## config.mk

```make
export PLATFORM = sky130hd
export DESIGN_NAME = cqdma_top
export DESIGN_NICKNAME = d
export VERILOG_FILES = /design/src/rtl/cqdma_pkg.sv /design/src/rtl/cqdma_cmd_queue.sv /design/src/rtl/cqdma_regfile.sv /design/src/rtl/cqdma_mover.sv /design/src/rtl/cqdma_top.sv
export SDC_FILE = /design/constraint.sdc
export NUM_CORES = 2
export LEC_CHECK = 0
export BUFFER_PORTS_ARGS = -buffer_cell sky130_fd_sc_hd__buf_2
export CORE_MARGIN = 8
export CORE_UTILIZATION = 49
export CTS_BUF_LIST = sky130_fd_sc_hd__clkbuf_2
export DETAILED_ROUTE_END_ITERATION = 12
export GPL_TIMING_DRIVEN = 0
export PLACE_DENSITY = 0.65
export SETUP_SLACK_MARGIN = 0.3
export SLEW_MARGIN = 20
export SYNTH_ARGS = -nofsm -noshare
export SYNTH_HDL_FRONTEND = slang
export SYNTH_SLANG_ARGS = --single-unit
```

## constraint.sdc

```tcl
create_clock -name clk -period 18.6 [get_ports clk]
set_clock_uncertainty 0.05 [all_clocks]
set_input_delay 2.79 -clock clk [delete_from_list [all_inputs] [get_ports clk]]
set_output_delay 2.79 -clock clk [all_outputs]
set_load 0.03 [all_outputs]
```

## src/rtl/cqdma_pkg.sv

```systemverilog
package cqdma_pkg;

  parameter int unsigned ADDR_W = 32;
  parameter int unsigned LEN_W  = 27;
  localparam int unsigned BLEN_W = LEN_W + 2;

  // register offsets
  localparam logic [7:0] OFS_ISTS  = 8'h0C;
  localparam logic [7:0] OFS_IMASK = 8'h10;
  localparam logic [7:0] OFS_QSTAT = 8'h14;
  localparam logic [7:0] OFS_SRC   = 8'h18;
  localparam logic [7:0] OFS_DST   = 8'h1C;
  localparam logic [7:0] OFS_SLEN  = 8'h20;
  localparam logic [7:0] OFS_DLEN  = 8'h24;
  localparam logic [7:0] OFS_MODE  = 8'h80;

  // bit positions
  localparam int unsigned BIT_DONE  = 13;
  localparam int unsigned BIT_PDONE = 12;
  localparam int unsigned BIT_QOVF  = 14;
  localparam int unsigned BIT_FULL  = 31;
  localparam int unsigned BIT_EMPTY = 30;
  localparam int unsigned BIT_LOOP  = 4;

  localparam logic [31:0] ISTS_RESET = 32'h8802_0000;
  localparam logic [31:0] ISTS_RSVD  = 32'h0708_0000;

  typedef struct packed {
    logic [ADDR_W-1:0] src;
    logic [ADDR_W-1:0] dst;
    logic [BLEN_W-1:0] slen;
    logic [BLEN_W-1:0] dlen;
  } cmd_t;

endpackage

```

## src/rtl/cqdma_cmd_queue.sv

```systemverilog
module cqdma_cmd_queue
  import cqdma_pkg::*;
#(
  parameter int unsigned DEPTH = 10
) (
  input  logic clk,
  input  logic rst_n,
  input  logic push,
  input  cmd_t push_cmd,
  input  logic pop,
  output cmd_t head,
  output logic full,
  output logic empty
);

  localparam int unsigned PW = (DEPTH > 1) ? $clog2(DEPTH) : 1;
  localparam int unsigned CW = $clog2(DEPTH + 1);
  localparam logic [PW-1:0] LAST = PW'(DEPTH - 1);

  cmd_t          slot_q [DEPTH];
  logic [PW-1:0] wr_ptr_q, rd_ptr_q;
  logic [CW-1:0] count_q;

  always_ff @(posedge clk) begin
    if (push) slot_q[wr_ptr_q] <= push_cmd;
  end

  always_ff @(posedge clk) begin
    if (!rst_n) begin
      wr_ptr_q <= '0;
      rd_ptr_q <= '0;
      count_q  <= '0;
    end else begin
      if (push) wr_ptr_q <= (wr_ptr_q == LAST) ? '0 : wr_ptr_q + PW'(1);
      if (pop)  rd_ptr_q <= (rd_ptr_q == LAST) ? '0 : rd_ptr_q + PW'(1);
      case ({push, pop})
        2'b10:   count_q <= count_q + CW'(1);
        2'b01:   count_q <= count_q - CW'(1);
        default: count_q <= count_q;
      endcase
    end
  end

  assign head  = slot_q[rd_ptr_q];
  assign full  = (count_q == CW'(DEPTH));
  assign empty = (count_q == '0);

endmodule

```

## src/rtl/cqdma_regfile.sv

```systemverilog
module cqdma_regfile
  import cqdma_pkg::*;
(
  input  logic        clk,
  input  logic        rst_n,
  input  logic        wr_en,
  input  logic [7:0]  addr,
  input  logic [31:0] wdata,
  output logic [31:0] rdata,
  input  logic        q_full,
  input  logic        q_empty,
  input  logic        retire,
  output logic        push_req,
  output cmd_t        push_cmd,
  output logic        loopback,
  output logic [31:0] int_sts,
  output logic [31:0] int_mask
);

  logic [ADDR_W-1:0] src_q, dst_q;
  logic [LEN_W-1:0]  slen_q, dlen_q;
  logic              loop_q;
  logic [31:0]       sts_q, mask_q;
  logic [31:0]       sts_set, sts_clr, sts_d;

  logic wr_sts, wr_mask, wr_src, wr_dst, wr_slen, wr_dlen, wr_mode;

  assign wr_sts  = wr_en && (addr == OFS_ISTS);
  assign wr_mask = wr_en && (addr == OFS_IMASK);
  assign wr_src  = wr_en && (addr == OFS_SRC);
  assign wr_dst  = wr_en && (addr == OFS_DST);
  assign wr_slen = wr_en && (addr == OFS_SLEN);
  assign wr_dlen = wr_en && (addr == OFS_DLEN);
  assign wr_mode = wr_en && (addr == OFS_MODE);

  // trigger: snapshot of the four DMA values, dst length taken from the bus
  assign push_req      = wr_dlen;
  assign push_cmd.src  = {src_q[ADDR_W-1:2], 2'b00};
  assign push_cmd.dst  = {dst_q[ADDR_W-1:2], 2'b00};
  assign push_cmd.slen = {slen_q, 2'b00};
  assign push_cmd.dlen = {wdata[LEN_W-1:0], 2'b00};

  always_comb begin
    sts_set = '0;
    if (retire) begin
      sts_set[BIT_DONE]  = 1'b1;
      sts_set[BIT_PDONE] = 1'b1;
    end
    if (push_req && q_full) sts_set[BIT_QOVF] = 1'b1;
    sts_clr = wr_sts ? (wdata & ~ISTS_RSVD) : '0;
    sts_d   = ((sts_q & ~sts_clr) | sts_set) & ~ISTS_RSVD;
  end

  always_ff @(posedge clk) begin
    if (!rst_n) begin
      src_q  <= '0;
      dst_q  <= '0;
      slen_q <= '0;
      dlen_q <= '0;
      loop_q <= 1'b0;
      sts_q  <= ISTS_RESET;
      mask_q <= '1;
    end else begin
      sts_q <= sts_d;
      if (wr_mask) mask_q <= wdata;
      if (wr_src)  src_q  <= wdata;
      if (wr_dst)  dst_q  <= wdata;
      if (wr_slen) slen_q <= wdata[LEN_W-1:0];
      if (wr_dlen) dlen_q <= wdata[LEN_W-1:0];
      if (wr_mode) loop_q <= wdata[BIT_LOOP];
    end
  end

  always_comb begin
    rdata = '0;
    case (addr)
      OFS_ISTS:  rdata = sts_q;
      OFS_IMASK: rdata = mask_q;
      OFS_QSTAT: begin
        rdata[BIT_FULL]  = q_full;
        rdata[BIT_EMPTY] = q_empty;
      end
      OFS_SRC:   rdata = src_q;
      OFS_DST:   rdata = dst_q;
      OFS_SLEN:  rdata = {{(32-LEN_W){1'b0}}, slen_q};
      OFS_DLEN:  rdata = {{(32-LEN_W){1'b0}}, dlen_q};
      OFS_MODE:  rdata[BIT_LOOP] = loop_q;
      default:   rdata = '0;
    endcase
  end

  assign loopback = loop_q;
  assign int_sts  = sts_q;
  assign int_mask = mask_q;

endmodule

```

## src/rtl/cqdma_mover.sv

```systemverilog
module cqdma_mover
  import cqdma_pkg::*;
#(
  parameter int unsigned CHUNK_BYTES = 1024
) (
  input  logic              clk,
  input  logic              rst_n,
  input  logic              q_empty,
  input  cmd_t              head,
  input  logic              loopback,
  output logic              retire,
  output logic              req_valid,
  input  logic              req_ready,
  output logic              req_we,
  output logic [ADDR_W-1:0] req_addr,
  output logic [31:0]       req_wdata,
  input  logic              rsp_valid,
  output logic              rsp_ready,
  input  logic [31:0]       rsp_data
);

  localparam int unsigned WORDS_MAX = CHUNK_BYTES / 4;
  localparam int unsigned WCW = $clog2(WORDS_MAX) + 1;
  localparam logic [BLEN_W-1:0] CHUNK_LIM = BLEN_W'(CHUNK_BYTES);

  typedef enum logic [2:0] {MV_IDLE, MV_PLAN, MV_RD, MV_RSP, MV_WR} mv_state_e;

  mv_state_e         state_q;
  logic [ADDR_W-1:0] src_a_q, dst_a_q;
  logic [BLEN_W-1:0] src_r_q, dst_r_q;
  logic [WCW-1:0]    words_q;
  logic              lb_q;
  logic [31:0]       data_q;

  logic [BLEN_W-1:0] lim;
  logic              both_zero;
  logic              last_word;

  // chunk size for the next burst of words
  always_comb begin
    lim = CHUNK_LIM;
    if (src_r_q < lim) lim = src_r_q;
    if (loopback && (dst_r_q < lim)) lim = dst_r_q;
  end

  assign both_zero = (src_r_q == '0) && (dst_r_q == '0);
  assign last_word = (words_q == WCW'(1));

  always_ff @(posedge clk) begin
    if (!rst_n) begin
      state_q <= MV_IDLE;
      src_a_q <= '0;
      dst_a_q <= '0;
      src_r_q <= '0;
      dst_r_q <= '0;
      words_q <= '0;
      lb_q    <= 1'b0;
      data_q  <= '0;
    end else begin
      case (state_q)
        MV_IDLE: begin
          if (!q_empty) begin
            src_a_q <= head.src;
            dst_a_q <= head.dst;
            src_r_q <= head.slen;
            dst_r_q <= head.dlen;
            state_q <= MV_PLAN;
          end
        end
        MV_PLAN: begin
          if (both_zero) begin
            state_q <= MV_IDLE;
          end else if (lim != '0) begin
            words_q <= WCW'(lim >> 2);
            lb_q    <= loopback;
            state_q <= MV_RD;
          end
        end
        MV_RD: begin
          if (req_ready) state_q <= MV_RSP;
        end
        MV_RSP: begin
          if (rsp_valid) begin
            data_q  <= rsp_data;
            src_a_q <= src_a_q + ADDR_W'(4);
            src_r_q <= src_r_q - BLEN_W'(4);
            if (lb_q) begin
              state_q <= MV_WR;
            end else begin
              words_q <= words_q - WCW'(1);
              state_q <= last_word ? MV_PLAN : MV_RD;
            end
          end
        end
        MV_WR: begin
          if (req_ready) begin
            dst_a_q <= dst_a_q + ADDR_W'(4);
            dst_r_q <= dst_r_q - BLEN_W'(4);
            words_q <= words_q - WCW'(1);
            state_q <= last_word ? MV_PLAN : MV_RD;
          end
        end
        default: state_q <= MV_IDLE;
      endcase
    end
  end

  assign retire    = (state_q == MV_PLAN) && both_zero;
  assign req_valid = (state_q == MV_RD) || (state_q == MV_WR);
  assign req_we    = (state_q == MV_WR);
  assign req_addr  = (state_q == MV_WR) ? dst_a_q : src_a_q;
  assign req_wdata = data_q;
  assign rsp_ready = (state_q == MV_RSP);

endmodule

```

## src/rtl/cqdma_top.sv

```systemverilog
module cqdma_top
  import cqdma_pkg::*;
#(
  parameter int unsigned QUEUE_DEPTH = 10,
  parameter int unsigned CHUNK_BYTES = 1024
) (
  input  logic              clk,
  input  logic              rst_n,
  input  logic              reg_wr,
  input  logic [7:0]        reg_addr,
  input  logic [31:0]       reg_wdata,
  output logic [31:0]       reg_rdata,
  output logic              irq,
  output logic              m_req_valid,
  input  logic              m_req_ready,
  output logic              m_req_we,
  output logic [ADDR_W-1:0] m_req_addr,
  output logic [31:0]       m_req_wdata,
  input  logic              m_rsp_valid,
  output logic              m_rsp_ready,
  input  logic [31:0]       m_rsp_data
);

  logic        push_req, q_push, q_full, q_empty, retire, loopback;
  cmd_t        push_cmd, head_cmd;
  logic [31:0] int_sts, int_mask;

  assign q_push = push_req & ~q_full;
  assign irq    = |(int_sts & ~int_mask);

  cqdma_regfile u_regs (
    .clk      (clk),
    .rst_n    (rst_n),
    .wr_en    (reg_wr),
    .addr     (reg_addr),
    .wdata    (reg_wdata),
    .rdata    (reg_rdata),
    .q_full   (q_full),
    .q_empty  (q_empty),
    .retire   (retire),
    .push_req (push_req),
    .push_cmd (push_cmd),
    .loopback (loopback),
    .int_sts  (int_sts),
    .int_mask (int_mask)
  );

  cqdma_cmd_queue #(.DEPTH(QUEUE_DEPTH)) u_queue (
    .clk      (clk),
    .rst_n    (rst_n),
    .push     (q_push),
    .push_cmd (push_cmd),
    .pop      (retire),
    .head     (head_cmd),
    .full     (q_full),
    .empty    (q_empty)
  );

  cqdma_mover #(.CHUNK_BYTES(CHUNK_BYTES)) u_mover (
    .clk       (clk),
    .rst_n     (rst_n),
    .q_empty   (q_empty),
    .head      (head_cmd),
    .loopback  (loopback),
    .retire    (retire),
    .req_valid (m_req_valid),
    .req_ready (m_req_ready),
    .req_we    (m_req_we),
    .req_addr  (m_req_addr),
    .req_wdata (m_req_wdata),
    .rsp_valid (m_rsp_valid),
    .rsp_ready (m_rsp_ready),
    .rsp_data  (m_rsp_data)
  );

endmodule

```

# ---- After elaboration in Yosys (flattened, before gate mapping)
# Memories as Yosys holds them, arrays and structs flattened. A register that Yosys moved wholly into a read port is not among the register bits.
# Cells that the tools add are included.
# Widths: inputs -> output; s select.
dict set report classes {
  addsub 9
  order_cmp 2
  eq_ne 26
  muxes 44
  bitwise 8
  reduce_logical 28
}
# cell count
set op_table {}
lappend op_table {{$mux 32} 6}
lappend op_table {{$mux 29} 6}
lappend op_table {{$pmux 25 s6} 1}
lappend op_table {{$pmux 32 s2} 2}
lappend op_table {{$pmux 29 s2} 2}
lappend op_table {{$add 32x3->32 const B} 2}
lappend op_table {{$and 32x32->32} 2}
lappend op_table {{$not 32->32} 2}
lappend op_table {{$logic_not 29->1} 2}
lappend op_table {{$sub 29x3->29 const B} 2}
lappend op_table {{$mux 9} 5}
lappend op_table {{$eq 8x5->1 const B} 4}
lappend op_table {{$or 32x15->32} 1}
lappend op_table {{$reduce_or 32->1} 1}
lappend op_table {{$lt 29x11->1 const B} 1}
lappend op_table {{$lt 29x29->1} 1}
lappend op_table {{$reduce_bool 29->1} 1}
lappend op_table {{$pmux 9 s3} 1}
lappend op_table {{$pmux 4 s6} 1}
lappend op_table {{$mux 3} 7}
lappend op_table {{$eq 8x6->1 const B} 2}
lappend op_table {{$mux 4} 4}
lappend op_table {{$pmux 3 s5} 1}
lappend op_table {{$add 4x1->4 const B} 3}
lappend op_table {{31 further kinds} 57}
dict set report totals {
  register_bits 362
  ramBits 1140
  input_bits 77
  out_inout_bits 100
  word_cells 137
  mem_count 1
}
# name words word_bits rd rd_clocked_by_memory_dff wr line_no
set memory_table {}
lappend memory_table {u_queue.slot_q 10 114 1 1 1 cqdma_cmd_queue.sv:20} ;# cmd_t slot_q [DEPTH];

# ---- Logic depth before layout (Yosys ltp)
dict set report depth {
  word_depth 9
  mapped_depth 15
  depth_no_buf 15
}

# ---- Cells and area by module
# Synthesis repeated with hierarchy kept, for this count alone.
dict set report unflattened {
  hier_cells 5163
  hier_area_um2 67114.4
}
# module instances cells_each area_each_um2 seq_area_each_um2
set by_module_without_submodules {}
lappend by_module_without_submodules {cqdma_cmd_queue 1 2563 47888.4 36955.4}
lappend by_module_without_submodules {cqdma_mover 1 1485 10312.4 3343.2}
lappend by_module_without_submodules {cqdma_regfile 1 1061 8655.8 3583.4}
lappend by_module_without_submodules {cqdma_top 1 54 257.7 0.0}

# ---- Worst setup path before layout
# OpenSTA, ideal clock, no wires.
dict set report synth_timing {
  kind {input to register}
  from {in reg_addr[1]}
  to {mem u_queue.slot_q[8][0] (netlist bit), enable pin}
  setup_time_ps 867
  arrival_time_ps 14665
  required_time_ps 17683
  slack_ps 3018
  stages 5
  path_buffers 0
  cell_sequence {nor3_1 -> nand4_1 -> nor2_1 -> inv_1 -> nor4_1}
}
dict set report synth_between {
  elab_chain_cells 5
}
# item line_no
set synth_rtl {}
lappend synth_rtl {{start: declaration} cqdma_top.sv:10} ;# input logic [7:0] reg_addr,
lappend synth_rtl {{$eq 8x6->1} cqdma_regfile.sv:33} ;# assign wr_dlen = wr_en && (addr == OFS_DLEN);
lappend synth_rtl {{$logic_and 1x1->1} cqdma_regfile.sv:33}
lappend synth_rtl {{$and 1x1->1} cqdma_top.sv:28} ;# assign q_push = push_req & ~q_full;
lappend synth_rtl {{$mux 1} cqdma_cmd_queue.sv:25} ;# if (push) slot_q[wr_ptr_q] <= push_cmd;
lappend synth_rtl {{$mux 1 (implied by the code)} cqdma_cmd_queue.sv:25}
lappend synth_rtl {{end: declaration} cqdma_cmd_queue.sv:20}
# No other way between the ends.

# ---- Final worst setup path
dict set report layout_timing {
  from {in reg_addr[3]}
  to {out reg_rdata[15]}
}
dict set report layout_between {
  elab_chain_cells 2
  elab_cells_between_ends 7
  classes_between {eq/ne (6); mux (1)}
}
# item line_no
set layout_rtl {}
lappend layout_rtl {{$eq 8x6->1 (tied with other cells)} cqdma_regfile.sv:76} ;# case (addr)
lappend layout_rtl {{$pmux 25 s6 *} cqdma_regfile.sv:76}
lappend layout_rtl {{end: declaration} cqdma_top.sv:12} ;# output logic [31:0] reg_rdata,
# Every way passes the cells marked *; elsewhere a longest branch is shown, timed or not.

==> reports/results.ini <==
[floorplan]
initial_utilization_pct=49.2
fp.dieW_um=370
die_h_um=370
dieArea_um2=137000
num_rows=130
design.core.area_um2=125000
pin_count=177

[clock_tree]
cts_setup_buffers=0
postCtsHoldBufs=0
clock_latency_ns=1.81
cts.sinks=1494
root_buffer=clkbuf_2
path_clk_slew_ns=0.08
h-tree-depth=5
numCtsBuffers=391
max-clock-path-buffers=4
post_cts_resized=0
cts_tree=done

[timing]
period_share_pct=48.4
relSlewSlack_pct=16.1
fmax_ghz=0.111
layout_min_cycle_time_ns=9.01
tightest_slew_ns=1.25
hold_viol_final=0
setup_ws_ns=9.59
setup_viol=0
rsz0062_at_grt=false
slew_violations=0
hold_slack_ns=0.405

[yosys]
synth_area_leaders=edfxtp_1 56%, dfxtp_1 12%, mux4_2 8.4%
yosys_warnings=0
synthFlopType=edfxtp_1
netlist_area_um2=61400
yosys.area.top_type=edfxtp_1
syn_avg_cell_area_um2=13.8
ys_seq_area_share_pct=67.3
synth_cell_types=84
synth_edf_count=1140
ys_async_sr_fraction_pct=0
yosys.area.top_type_share_pct=55.7
ys_ff_latch=1494
synth_cells=4444

[drt]
ant_nets=0
wl_per_cell_um=31.1
drtIter0Drc=7122
viasPerCell=6.25
vias=44400
drt_first_pass_iters=6
totalWireLength_mm=221
drc=0

[layout]
nets=5265
drive_gt1_share_pct=23.1
fin_cells=7094
final_cell_mix=1140 x edfxtp_1, 629 x nand2_1, 587 x clkbuf_2
area_delta_synth_final_pct=13.2
fill_cells=10500
final_common_cell=edfxtp_1

[grt]
globalRouteMet2Util_pct=46.0
use_met1_pct=43.9
grt_pass1_vias=42600
gr-total-overflow=0
met3_usage_pct=9.62
antenna_found_initial=37
grt.busiest_layer=met2
grt_max_degree=22
grt_pass1_wl_mm=309
grtUsageTotal_pct=31.6

[placed_design]
hpwl_mm=160
gp_congestion=1.03
pre_cts_ws_ns=9.81
port_buffers=173
dp.cells=6408

[pwr]
total_leakage_power_nw=25.5
power.density_nw_per_um2=106
peakVddDrop_mv=0.117
total_power_mw=7.36

[critical_path]
startpoint_type=input port
cp-end-kind=output pin
required_ns=15.76
cp_max_fo=10
arrival_ns=6.17
crit_type=in -> out

[flow_run]
drv_cap=0

[outcome]
status=finished, final reports clean

[hold_path]
hold_path_class=reg -> reg

registers in the layout (all words and copies together), names as in the netlist, 3 cells and up, named ones only:
signal,cells
u_regs.dst_q,32
u_regs.src_q,32
u_queue.count_q,4
u_mover.src_r_q,27
u_mover.state_q,3
u_regs.dlen_q,27
u_regs.slen_q,27
u_mover.dst_a_q,30
u_mover.words_q,9
u_mover.src_a_q,30
u_mover.dst_r_q,27
u_regs.int_mask,32
u_queue.slot_q,1140
u_queue.wr_ptr_q,4
u_mover.req_wdata,32
u_queue.rd_ptr_q,4
u_regs.int_sts,28
Yosys cell counts, types with 9 or more instances:
| cell type | number |
|---|---|
| mux2i_1 | 152 |
| nor4_1 | 23 |
| clkbuf_1 | 220 |
| ha_1 | 36 |
| nor3_1 | 52 |
| o21ai_0 | 205 |
| inv_1 | 61 |
| nand2_1 | 629 |
| nor2b_1 | 114 |
| o22ai_1 | 43 |
| dfxtp_1 | 354 |
| buf_2 | 54 |
| nand2b_1 | 11 |
| a31oi_1 | 27 |
| nand4_1 | 21 |
| a221o_1 | 28 |
| or3_1 | 11 |
| o21a_1 | 12 |
| a22oi_1 | 12 |
| mux2_2 | 17 |
| or4_1 | 10 |
| and3_1 | 24 |
| buf_1 | 21 |
| nand3_1 | 67 |
| a221oi_1 | 9 |
| mux4_2 | 228 |
| o211ai_1 | 11 |
| a21oi_1 | 388 |
| o221a_2 | 9 |
| a211oi_1 | 176 |
| nor3b_1 | 15 |
| edfxtp_1 | 1140 |
| and2_1 | 13 |
| nor2_1 | 149 |
stage by stage:
step	area [µm²]	TNS (ns)	util [%]
after floorplan	61500	0	-
after global placement	64400	-2263.26	51.6
after detailed placement	66200	0	53.0
after CTS	69500	0	55.6
after global routing	69500	0	55.6
final	69500	0	55.7
path summary, 6_finish.rpt:
kind,depth (start not counted),slack (ns),end,startpoint
max,9,9.59,reg_rdata[15],reg_addr[3]
min,2,0.41,u_mover.req_wdata[12],u_mover.req_wdata[12]
max reg2reg,9,13.36,u_mover.dst_a_q[10],register
min reg2reg,2,0.41,u_mover.req_wdata[12],u_mover.req_wdata[12]
metal layers:
metal  share of wire, %  up-vias
met4                4.7       26
met1                 39    22000
met2                 43     3117
li1                   -    18700
met5              0.085        -
met3                 13      528
report_power, final:
group | total [mW] | switching [mW] | leakage, nW | internal [mW]
clock | 2.20 | 1.36 | 2.60 | 0.846
sequential | 3.73 | 0.107 | 14.9 | 3.62
combinational | 1.43 | 0.998 | 7.94 | 0.432
worst max-delay path, cell delays in order:
cell	delay, ns
clkbuf_1	0.19
nor2_1	0.61
nor4bb_1	0.36
clkbuf_1	0.62
buf_1	0.61
nand2_1	0.11
o21ai_0	0.10
a221o_1	0.46
buf_2	0.30
kinds of logic after synthesis:
family | Yosys count | synth area share (%)
AND/OR/NAND/NOR | 1176 | 8.80
XOR/XNOR | 7 | 0.0998
buffers and inverters | 364 | 2.36
flip-flops | 1494 | 67.3
other | 2 | 0.0122
AO/OA/AOI/OAI | 967 | 9.53
adder cells (fa/ha/maj) | 37 | 0.766
multiplexers | 397 | 11.2
cell type report:
cell class / count / area (µm²) / area share, %
clock inverters: 90 / 403 / 0.580
clock buffers: 578 / 2890 / 4.16
repair buffers: 296 / 2490 / 3.59
plain buffers: 299 / 1210 / 1.74
well taps: 1650 / 2060 / 2.97
inverters: 65 / 244 / 0.351
multi-input cells: 2604 / 18800 / 27.1
diodes: 18 / 45.0 / 0.0648
flip-flops and latches: 1494 / 41300 / 59.4
Power figures use the tool's default switching activity.
